<file path="src/rtl/ldst_split.sv">
module ldst_split #(
  parameter int ADDR_W  = 8,
  parameter int LSB_W   = 4,
  parameter int LEN_W   = 4,
  parameter int MAX_LEN = 8,
  parameter int TAG_W   = 3
) (
  input  logic                    clk,
  input  logic                    rst_n,
  input  logic                    req_valid,
  output logic                    req_ready,
  input  logic [ADDR_W-1:0]       req_addr,
  input  logic [LEN_W-1:0]        req_len,
  input  logic [TAG_W-1:0]        req_tag,
  output logic                    err,
  output logic                    sub0_valid,
  input  logic                    sub0_ready,
  output logic [ADDR_W-LSB_W-1:0] sub0_idx,
  output logic [(1<<LSB_W)-1:0]   sub0_be,
  output logic [TAG_W-1:0]        sub0_tag,
  output logic                    sub0_half,
  output logic                    sub1_valid,
  input  logic                    sub1_ready,
  output logic [ADDR_W-LSB_W-1:0] sub1_idx,
  output logic [(1<<LSB_W)-1:0]   sub1_be,
  output logic [TAG_W-1:0]        sub1_tag,
  output logic                    sub1_half
);
  localparam int GB = 1 << LSB_W;
  localparam int IW = ADDR_W - LSB_W;

  logic [2*GB-1:0] ones, bmap;
  logic [IW-1:0]   idx;
  logic            len_bad, take;

  assign ones      = ~({(2*GB){1'b1}} << req_len);
  assign bmap      = ones << req_addr[LSB_W-1:0];
  assign idx       = req_addr[ADDR_W-1:LSB_W];
  assign len_bad   = req_len > LEN_W'(MAX_LEN);
  assign req_ready = (!sub0_valid || sub0_ready) && (!sub1_valid || sub1_ready);
  assign take      = req_valid && req_ready;
  assign sub0_half = 1'b0;
  assign sub1_half = 1'b1;

  always_ff @(posedge clk) begin
    if (!rst_n) begin
      err        <= 1'b0;
      sub0_valid <= 1'b0;
      sub1_valid <= 1'b0;
      sub0_idx   <= '0;
      sub1_idx   <= '0;
      sub0_be    <= '0;
      sub1_be    <= '0;
      sub0_tag   <= '0;
      sub1_tag   <= '0;
    end else begin
      err <= take && len_bad;
      if (take) begin
        sub0_valid <= !len_bad && (|bmap[GB-1:0]);
        sub1_valid <= !len_bad && (|bmap[2*GB-1:GB]);
        sub0_idx   <= idx;
        sub1_idx   <= idx + 1'b1;
        sub0_be    <= bmap[GB-1:0];
        sub1_be    <= bmap[2*GB-1:GB];
        sub0_tag   <= req_tag;
        sub1_tag   <= req_tag;
      end else begin
        if (sub0_ready) sub0_valid <= 1'b0;
        if (sub1_ready) sub1_valid <= 1'b0;
      end
    end
  end

  a_r6_stall: assert property (@(posedge clk) disable iff (!rst_n)
    (sub1_valid && !sub1_ready) |-> !req_ready);

  a_r7_hold: assert property (@(posedge clk) disable iff (!rst_n)
    (sub0_valid && !sub0_ready) |=> (sub0_valid && $stable(sub0_idx) && $stable(sub0_be) && $stable(sub0_tag)));

  a_r2_adjacent: assert property (@(posedge clk) disable iff (!rst_n)
    (sub0_valid && sub1_valid) |-> (sub1_idx == sub0_idx + 1'b1));

  a_r3_contiguous: assert property (@(posedge clk) disable iff (!rst_n)
    (sub0_valid && sub1_valid) |-> (sub0_be[GB-1] && sub1_be[0]));

  a_r3_max_bytes: assert property (@(posedge clk) disable iff (!rst_n)
    sub0_valid |-> ($countones(sub0_be) <= MAX_LEN));

  a_r5_reject: assert property (@(posedge clk) disable iff (!rst_n)
    (take && len_bad) |=> (err && !sub0_valid && !sub1_valid));

  a_r8_same_tag: assert property (@(posedge clk) disable iff (!rst_n)
    (sub0_valid && sub1_valid) |-> (sub0_tag == sub1_tag));
endmodule

</file>
<file path="config.mk">
export PLATFORM = sky130hd
export DESIGN_NAME = ldst_split
export DESIGN_NICKNAME = d
export VERILOG_FILES = /design/src/rtl/ldst_split.sv
export SDC_FILE = /design/constraint.sdc
export NUM_CORES = 1
export LEC_CHECK = 0
export ABC_AREA = 1
export BUFFER_PORTS_ARGS = -buffer_cell sky130_fd_sc_hd__clkbuf_2
export CAP_MARGIN = 0
export CORE_MARGIN = 2
export CORE_UTILIZATION = 55
export CTS_CLUSTER_DIAMETER = 150
export CTS_CLUSTER_SIZE = 16
export DETAILED_ROUTE_END_ITERATION = 7
export PLACE_DENSITY = 0.85
export SETUP_SLACK_MARGIN = 0.1
export SYNTH_ARGS = -nofsm -noshare
export SYNTH_HDL_FRONTEND = slang
export SYNTH_SLANG_ARGS = --single-unit
export TNS_END_PERCENT = 30
</file>
<file path="constraint.sdc">
create_clock -name clk -period 3.1 [get_ports clk]
set_input_delay 0.155 -clock clk [delete_from_list [all_inputs] [get_ports clk]]
set_output_delay 0.155 -clock clk [all_outputs]
set_load 0.02 [all_outputs]
</file>
==> metrics.md <==
| Metric | Value |
|---|---|
| # H-tree levels | `2` |
| Die area | `5014 um2` |
| Count of hold-fix buffers inserted at cts | `0` |
| Power density cells | `524.6 nW/um2` |
| Slowest stage cell, crit path | `inv_2` |
| Setup CP Type | `reg -> reg` |
| Drt pass-1 iters | `5` |
| Met1 usage | `31.02%` |
| IO Port Bufs | `67` |
| Ys Warns | `0` |
| Vias in the first global route | `2265` |
| Cell chain of the critical path | `nand2_1 > nand2_1 > inv_1 > nand2_1 > inv_2 > buf_4 > o21ai_0 > a21oi_1` |
| Initial antenna violation count | `0` |
| Tot GR Track Use | `24.69%` |
| Setup Viol. Count Final | `0` |
| Setup Fix Bufs, Post-CTS | `0` |
| GR Util met3 | `5.840%` |
| Sw Ratio | `30.39%` |
| Final instance area | `2826 um2` |
| P_int | `1.032 mW` |
| Mapped Area | `2455 um2` |
| Max-Cap Viols | `0` |
| Post-DRT Antenna Nets | `0` |
| Busiest layer in global routing | `met2` |
| Final wirelength | `5935 um` |
| Worst Setup End Kind | `flip-flop` |
| Peak VDD IR | `317.4 uV` |
| Crit-path most repeated cell | `nand2_1` |
| Distinct cell type count after synthesis | `27` |
| Largest net degree at the start of global routing | `46` |
| Instance count of the mapped netlist | `378` |
| Cts repair resizes | `0` |
| I/O pin cnt | `72` |
| Initial Util | `56.77%` |
| Final Max Slew Viols | `0` |
| Final Power | `1.483 mW` |
| Fin crit period | `1974 ps` |
| Via-per-instance ratio | `5.486` |
| Clock Latency Late Sink | `310 ps` |
| CTS clk-pin slew, worst paths | `80 ps` |
| GRT Residual Overflow | `0` |
| Commonest non-fill, non-tap cell in the layout | `nand2_1` |
| Ant. Diodes | `0` |
| Die Height | `70.81 um` |
| Largest delay contributor family on the critical path | `buffers and inverters` |
| Setup TNS | `0 ps` |
| First-pass GRT wire length | `10050 um` |
| Max_slew headroom | `57.95%` |
| Worst path depth | `8` |
| Critical Path Start Type | `flip-flop` |
| CP arrival | `2210 ps` |
| WHS Path Cells | `3` |
| Period utilization | `63.68%` |
| Cells on worst reg2reg path | `8` |
| Core area | `4324 um2` |
| Starting DRT DRC Count | `122` |
| Leak Pwr | `1.431 nW` |
| Post-DP Area | `2698 um2` |
| RSZ-0062 raised after global routing | `no` |
| Critical path peak fanout | `45` |
| Layout cells sized above 1 | `20.94%` |
| Clock Tree Buf Depth | `2` |
| # DRC | `0` |
| Worst Skew | `6.596 ps` |
| Commonest cells after routing, fill and taps aside | `nand2_1 (100), nand3_1 (70), clkbuf_2 (67), dfxtp_1 (44), a21oi_1 (36)` |
| Clock Tree Root | `clkbuf_8` |
| Logic pwr share | `22.8%` |
| CP max stage delay | `580 ps` |
| FP Rows | `24` |
| Final Wtd Congestion | `0.8832` |
| Outcome | `complete, no violations` |
| Net switching power | `450.7 uW` |
| Syn_area_per_cell | `6.494 um2` |
| Register share of total power | `42.6%` |
| Clk pwr share | `34.6%` |
| Worst-Margin Slew | `630.0 ps` |
| Via count | `2617` |
| Routed WL per cell | `12.44 um` |
| Synth-to-layout area growth | `15.14%` |
| WHS | `78.21 ps` |
| WP buf/inv | `3` |
| CTS Sinks | `44` |
| Final hold vios | `0` |
| Hold Path Class | `in -> reg` |
| Fmax | `506.6 MHz` |
| Post-detail-place hpwl | `4316 um` |
| Inserted Clock Buffers | `5` |
| Sequential area share after synthesis | `35.88%` |
| Synth Register Bits | `44` |
| Required time of the worst setup path | `3340 ps` |
| Met2 usage | `40.60%` |
| Nets | `446` |
| CTS tree | `built` |
| Die X | `70.81 um` |
[flip-flops by register name, summed over array words and instances, names as in the netlist]
signal and count:
sub1_idx 4, sub1_be 14, sub1_tag 3, sub1_valid 1, sub0_idx 4, sub0_valid 1
err 1, sub0_be 16
[metrics by stage]
| step | setup slack (ps) | instances | util, % |
|---|---|---|---|
| global route | 848.2 | 477 | 65.36 |
| CTS | 1129 | 477 | 65.36 |
| global placement | 1232 | 470 | 62.38 |
| floorplan | 1710 | 380 | - |
| finish | 1126 | 477 | 65.36 |
| detailed placement | 1139 | 470 | 62.38 |
[worst paths after layout]
check | to | startpoint | slack (ps)
worst max-delay path | sub1_be[11] | sub0_valid | 1130
worst min-delay path | sub1_tag[1] | req_tag[1] | 80
worst max register to register | sub1_be[11] | sub0_valid | 1130
worst min register to register | sub0_idx[3] | sub0_idx[3] | 470
[synth_stat cells]
| library cell | instances | area [um2] |
|---|---|---|
| nand2_1 | 100 | 375.4 |
| nand3_1 | 70 | 350.3 |
| dfxtp_1 | 44 | 880.8 |
| a21oi_1 | 36 | 180.2 |
| o21ai_0 | 30 | 150.1 |
| inv_1 | 22 | 82.58 |
| nor2_1 | 13 | 48.80 |
| buf_2 | 11 | 55.05 |
| buf_4 | 11 | 82.58 |
| o21a_1 | 7 | 52.55 |
| clkbuf_1 | 6 | 22.52 |
| inv_2 | 4 | 15.01 |
| nand2_2 | 4 | 25.02 |
| o21ai_1 | 4 | 20.02 |
| conb_1 | 2 | 7.510 |
| nand3_2 | 2 | 20.02 |
| o21ai_2 | 2 | 17.52 |
| a31oi_1 | 1 | 6.260 |
| buf_1 | 1 | 3.750 |
| buf_6 | 1 | 11.26 |
| clkbuf_2 | 1 | 5.000 |
| clkinv_1 | 1 | 3.750 |
| ha_1 | 1 | 12.51 |
| nand4_1 | 1 | 6.260 |
| nor2_2 | 1 | 6.260 |
| nor3_1 | 1 | 5.000 |
| xnor2_1 | 1 | 8.760 |
[logic make-up (layout without fill, tap and decap cells)]
family                   count (synthesis)  after routing  synth area share, %
AO/OA/AOI/OAI                           80             80                17.38
XOR/XNOR                                 1              1               0.3568
adder cells (fa/ha/maj)                  1              1               0.5096
buffers and inverters                   58            103                11.47
flip-flops                              44             44                35.88
other                                    2              4               0.3059
AND/OR/NAND/NOR                        192            192                34.10
[metal layers]
| metal | routed length, um | up-vias |
|---|---|---|
| li1 | - | 1335 |
| met2 | 2778 | 105 |
| met3 | 429 | 13 |
| met5 | 0 | - |
| met4 | 133 | 0 |
| met1 | 2593 | 1164 |
[power by group through the flow]
stage	Clock [mW]	Combinational (mW)	Sequential (mW)
after floorplan	0	0.198	0.698
after detailed placement	0	0.337	0.645
after global routing	0.539	0.378	0.637
final	0.512	0.339	0.632
after global placement	0	0.331	0.643
after CTS	0.521	0.339	0.632
[cell type report]
type	instances	area (um2)
fillers	432	1498
multi-input cells	278	1300
flip-flops and latches	44	880.8
repair buffers	69	350.3
inverters	27	101.3
clock buffers	5	68.82
well taps	52	65.06
clock inverters	2	60.06
[tightest hold or removal path, stage by stage]
cell and delay [ps]:
clkbuf_2 80, nand2_1 50, a21oi_1 50
Note: power is estimated with default switching activity, not from simulation.
